File: src/rtl/bcd_digit_pkg.sv
package bcd_digit_pkg;
  typedef enum logic {
    DIR_UP   = 1'b0,
    DIR_DOWN = 1'b1
  } dir_e;
endpackage

File: src/rtl/bcd_step.sv
module bcd_step #(
  parameter int W    = 4,
  parameter int LAST = 9
) (
  input  logic [W-1:0]           cur,
  input  bcd_digit_pkg::dir_e    dir,
  output logic [W-1:0]           nxt
);
  localparam logic [W-1:0] TOP = W'(LAST);

  // Up: anything at or above the top value recovers to zero.
  // Down: zero wraps to the top value, anything else steps by one.
  always_comb begin
    if (dir == bcd_digit_pkg::DIR_UP)
      nxt = (cur >= TOP) ? '0 : cur + 1'b1;
    else
      nxt = (cur == '0) ? TOP : cur - 1'b1;
  end
endmodule

File: src/rtl/bcd_term_detect.sv
module bcd_term_detect #(
  parameter int W    = 4,
  parameter int LAST = 9
) (
  input  logic                clk,
  input  logic [W-1:0]        cnt,
  input  bcd_digit_pkg::dir_e dir,
  input  logic                en_n,
  output logic                at_end,
  output logic                carry_n
);
  localparam logic [W-1:0] TOP = W'(LAST);

  always_comb begin
    if (dir == bcd_digit_pkg::DIR_DOWN) at_end = (cnt == '0);
    else                                at_end = (cnt == TOP);
  end

  // Strobe only in the low clock half, after the count has settled.
  assign carry_n = ~(at_end & ~en_n & ~clk);
endmodule

File: src/rtl/bcd_updown_digit.sv
module bcd_updown_digit #(
  parameter int W    = 4,
  parameter int LAST = 9
) (
  input  logic         clk,
  input  logic         rst,
  input  logic         load_n,
  input  logic         en_n,
  input  logic         dir_down,
  input  logic [W-1:0] load_val,
  output logic [W-1:0] count,
  output logic         at_end,
  output logic         carry_n
);
  import bcd_digit_pkg::*;

  localparam logic [W-1:0] TOP = W'(LAST);

  dir_e         dir;
  logic [W-1:0] step_val;

  assign dir = dir_e'(dir_down);

  bcd_step #(.W(W), .LAST(LAST)) u_step (
    .cur (count),
    .dir (dir),
    .nxt (step_val)
  );

  always_ff @(posedge clk) begin
    if (rst)          count <= '0;
    else if (!load_n) count <= load_val;
    else if (!en_n)   count <= step_val;
  end

  bcd_term_detect #(.W(W), .LAST(LAST)) u_term (
    .clk     (clk),
    .cnt     (count),
    .dir     (dir),
    .en_n    (en_n),
    .at_end  (at_end),
    .carry_n (carry_n)
  );

  AST_RESET_ZERO: assert property (@(posedge clk)
    rst |=> count == '0);

  AST_LOAD_WINS: assert property (@(posedge clk) disable iff (rst)
    !load_n |=> count == $past(load_val));

  AST_HOLD: assert property (@(posedge clk) disable iff (rst)
    (load_n && en_n) |=> $stable(count));

  AST_UP_WRAP: assert property (@(posedge clk) disable iff (rst)
    (load_n && !en_n && !dir_down && count == TOP) |=> count == '0);

  AST_DOWN_WRAP: assert property (@(posedge clk) disable iff (rst)
    (load_n && !en_n && dir_down && count == '0) |=> count == TOP);

  AST_OVER_UP: assert property (@(posedge clk) disable iff (rst)
    (load_n && !en_n && !dir_down && count > TOP) |=> count == '0);

  always_comb begin
    if (clk) AST_CARRY_IDLE_HIGH: assert (carry_n);
  end
endmodule

File: config.mk
export PLATFORM = sky130hd
export DESIGN_NAME = bcd_updown_digit
export DESIGN_NICKNAME = d
export VERILOG_FILES = /design/src/rtl/bcd_digit_pkg.sv /design/src/rtl/bcd_step.sv /design/src/rtl/bcd_term_detect.sv /design/src/rtl/bcd_updown_digit.sv
export SDC_FILE = /design/constraint.sdc
export NUM_CORES = 1
export LEC_CHECK = 0
export CAP_MARGIN = 20
export CELL_PAD_IN_SITES_DETAIL_PLACEMENT = 1
export CELL_PAD_IN_SITES_GLOBAL_PLACEMENT = 1
export CORE_UTILIZATION = 27
export CTS_BUF_LIST = sky130_fd_sc_hd__clkbuf_16
export DETAILED_ROUTE_END_ITERATION = 6
export PLACE_DENSITY = 0.79
export SYNTH_ARGS = -nofsm -noshare
export SYNTH_HDL_FRONTEND = slang
export SYNTH_HIERARCHICAL = 1
export SYNTH_SLANG_ARGS = --single-unit
File: constraint.sdc
create_clock -name clk -period 1.7 [get_ports clk]
set_clock_uncertainty 0.1 [all_clocks]
set_input_delay 0.51 -clock clk [delete_from_list [all_inputs] [get_ports clk]]
set_output_delay 0.51 -clock clk [all_outputs]
set_load 0.03 [all_outputs]
==> metrics.cfg, run 1 <==
[yosys]
postSynthAreaPerCell_um2=8.16
ys_seq_area_share_pct=18.9
synthDominantCellAreaShare_pct=18.9
synth.area.top_cells=dfxtp_1 19%, ha_1 12%, mux2i_1 9.4%, a211oi_1 8.8%, o21ai_0 4.7%
yosys.area.top_type=dfxtp_1
synth_area_um2=424
syn_inst=52
synth_fp_nets=65
synth_cell_types=27
synth_warnings=6
ys_ff_latch=4

[floorplan]
start_util_pct=30.7
dieWidth_um=41.6
ioPinCount=15
die_y_um=41.6
rows=13

[status]
failing_step=5_1_grt
outcome=stopped before the end
error_message=[ERROR DPL-0033] detailed placement checks failed during check placement.

[global_routing]
grt_max_degree=12
antenna_found_initial=0

[placement]
placed_cells=89
gp_congestion=0.767
portBuffers=14
dp_hpwl_um=1050

[cts]
ctsHoldBuffers=0

[sta]
worstEpCategory=primary output
crit_endpoint=carry_n

[kinds of logic after synthesis]
kind of cell               share of synthesized area (%)
muxes                                               9.44
and+or+nand+nor                                     19.8
DFF                                                 18.9
xor gates and xnor gates                            2.07
buffers and inverters                               8.26
adders and majority gates                           11.8
AOI/OAI and AO/OA                                   29.8
[repair_timing]
action                                  in CTS
setup buffers                                5
resized for setup                           49
pin swaps                                   10
endpoints found under the setup margin      11
[per-stage QoR]
stage / area (um^2) / hold slack (ns) / TNS, ns / setup slack [ns]
CTS: 933 / 0.580 / -1.30 / -0.740
detailed placement: 664 / 0.626 / -3.20 / -1.08
global placement: 664 / 0.631 / -3.07 / -1.07
floorplan: 455 / 0.473 / -0.775 / -0.392
[synth_stat cells (all sizes together)]
master and n:
a211oi 5, dfxtp 4, ha 4, inv 4
mux2i 4, nor2 4, o21ai 4, a21oi 2
buf 2, o22ai 2, or3b 2, a211o 1
a21o 1, a221oi 1, a31oi 1, clkbuf 1
nand2 1, nand3b 1, nand4b 1, nor2b 1
nor3b 1, o211ai 1, o21bai 1, or4 1
or4b 1, xor2 1
==> inputs of run 2 (changes only) <==
CELL_PAD_IN_SITES_DETAIL_PLACEMENT = unset   (was 1)
CELL_PAD_IN_SITES_GLOBAL_PLACEMENT = unset   (was 1)
CORE_AREA = 2 2 63 65   (was unset)
CORE_UTILIZATION = unset   (was 27)
CTS_BUF_LIST = unset   (was sky130_fd_sc_hd__clkbuf_16)
DIE_AREA = 0 0 65 67   (was unset)
PLACE_DENSITY = unset   (was 0.79)
PLACE_DENSITY_LB_ADDON = 0.15   (was unset)
clock period = 2.2 ns   (was 1.7 ns; I/O delays follow)
==> run 2 against run 1 <==
The flow now finishes, with violations (setup timing). Synthesized cell count unchanged. Area after synthesis unchanged.
==> metrics.cfg, run 2 <==
[global_routing]
track_usage_pct=7.53
grt_max_degree=12
grt_pass1_vias=565
antenna_found_initial=0
grt_pass1_wl_um=2240
grt.overflow.total=0

[min_path]
hp-class=reg -> reg
hp-start=count[0]

[worst_setup_path]
cp-start-kind=clock port
cp-end-kind=primary output
cp_cell_sequence=buf_8, or4_4, a21o_4, buf_6
crit_type=clk -> out
rr_startpoint=count[0]
path_buf_inv=2
cpLargestDelayFamily=simple AND/OR/NAND/NOR gates
cp_data_required_time_ns=1.44
crit_slowest_cell=or4_4
startpoint=clk
arrival_ns=2.00
critPathMaxFanout=2
cpPeakStageDelay_ns=0.48

[floorplan]
die_y_um=67
start_util_pct=11.8
ioPinCount=15
dieWidth_um=65
die_area_um2=4360
rows=22
core-area_um2=3610

[layout]
mostFrequentLayoutCell=buf_4
largestRegisters=count: 4 flops
largest_reg_flops=4
drive_gt1_share_pct=31.6
regArea_um2=80.1
final_cell_mix=10 x buf_4, 6 x clkdlybuf4s50_1, 5 x buf_6
finalInstanceArea_um2=785
final_core_util_pct=21.8
nets=94
fill_cells=410
multi_input_area_um2=333
diodes=0
top_register=count
area_growth_pct=85.0

[sta]
setup_ws_ns=-0.556
hold_slack_ns=0.669
finalSetupViolCount=6
finalHoldViolCount=0
timing.slew.headroom_pct=79.6
rsz0062_at_grt=true
worstMarginPinSlew_ns=0.307
drv_slew=0

[routing]
routed_wl_um=1360
wl_per_cell_um=10.7
drc=0
vias_per_cell=3.96
vias=503
drt_first_pass_iters=4
drt_iter0_drc=11
detail-route-antenna-nets=0

[cts]
clk_latency_ns=0.33
cts_tree=built
clk_pin_slew_ns=0.03

[yosys]
synth_edf_count=0
yosysMostFrequentCell=a211oi_1
synth.area.top_cells=dfxtp_1 19%, ha_1 12%, mux2i_1 9.4%, a211oi_1 8.8%, o21ai_0 4.7%
syn_inst=52
synth_warnings=6
yosys_most_used_dff=dfxtp_1
synth_fp_nets=65
synth_cell_types=27
synth_area_um2=424
yosys.area.top_type=dfxtp_1
async_reset_ff_share_pct=0
synthDominantCellAreaShare_pct=18.9
ys_seq_area_share_pct=18.9
ys_ff_latch=4
postSynthAreaPerCell_um2=8.16

[placement]
pre_cts_slack_ns=-0.886
placed_area_um2=678
dp_hpwl_um=1040
gp_congestion=0.731
portBuffers=14

[run]
maxCapViolCount=0

[power]
total_power_uw=515
power.leakage_nw=0.339
irDropWorstVdd_mv=0.168
power.density_nw_per_um2=657

[status]
outcome=complete, but fails checks
violations=setup timing

-- run 2: path summary, 6_finish.rpt --
path              endpoint  cells after the start  slack [ns]
hold reg to reg   count[0]                      3        0.67
setup / recovery   carry_n                      4       -0.56
hold / removal    count[0]                      3        0.67
setup reg to reg  count[1]                      8        0.32
-- run 2: report_power, final --
group          leakage (nW)  switching (mW)  total [mW]  internal, mW
clock                0.0483          0.0649       0.283         0.218
combinational         0.257          0.0770       0.149        0.0723
sequential           0.0334         0.00372      0.0831        0.0794
total                 0.339           0.146       0.515         0.370
-- run 2: through the flow --
step | std cells | setup TNS [ns]
after floorplan | 52 | -0.418
after global placement | 119 | -1.86
after detailed placement | 119 | -1.82
after CTS | 125 | -0.782
after global routing | 127 | -0.769
final | 127 | -0.704
-- run 2: area by class of cell --
cell class                 instances  area share, %
multi-input combinational         41           42.4
inverter                           4           1.91
sequential                         4           10.2
timing repair buffer              24           27.4
clock buffer                       6           10.4
tap                               48           7.66
-- run 2: repair_timing --
item / CTS / global route
pin swaps: 2 / 1
setup buffers: 1 / 2
endpoints found under the setup margin: 11 / 9
gates resized for setup: 24 / 2
hold buffers: 0 / 0
gates cloned: 0 / 0
hold endpoints to repair: 0 / 0
-- run 2: worst min-delay path, cell delays in order (launching register included) --
cell	delay, ns
dfxtp_1	0.31
buf_4	0.17
mux2i_1	0.15
a211oi_1	0.09
-- run 2: cell families (layout without fill, tap and decap cells) --
group,count (synthesis),count (layout),synth area share [%]
mux,4,4,9.44
fa+ha+maj,4,4,11.8
xor+xnor,1,1,2.07
flops,4,4,18.9
simple gates,13,13,19.8
buf+inv,7,34,8.26
compound gates,19,19,29.8
-- run 2: layer usage --
metal	vias up	share of wire, %	global-route usage (%)
li1	254	-	-
met1	228	39	6.01
met2	13	49	11.5
met3	8	8.2	5.57
met4	0	3.8	7.98
met5	-	0	0
(Power assumes the default switching activity.)
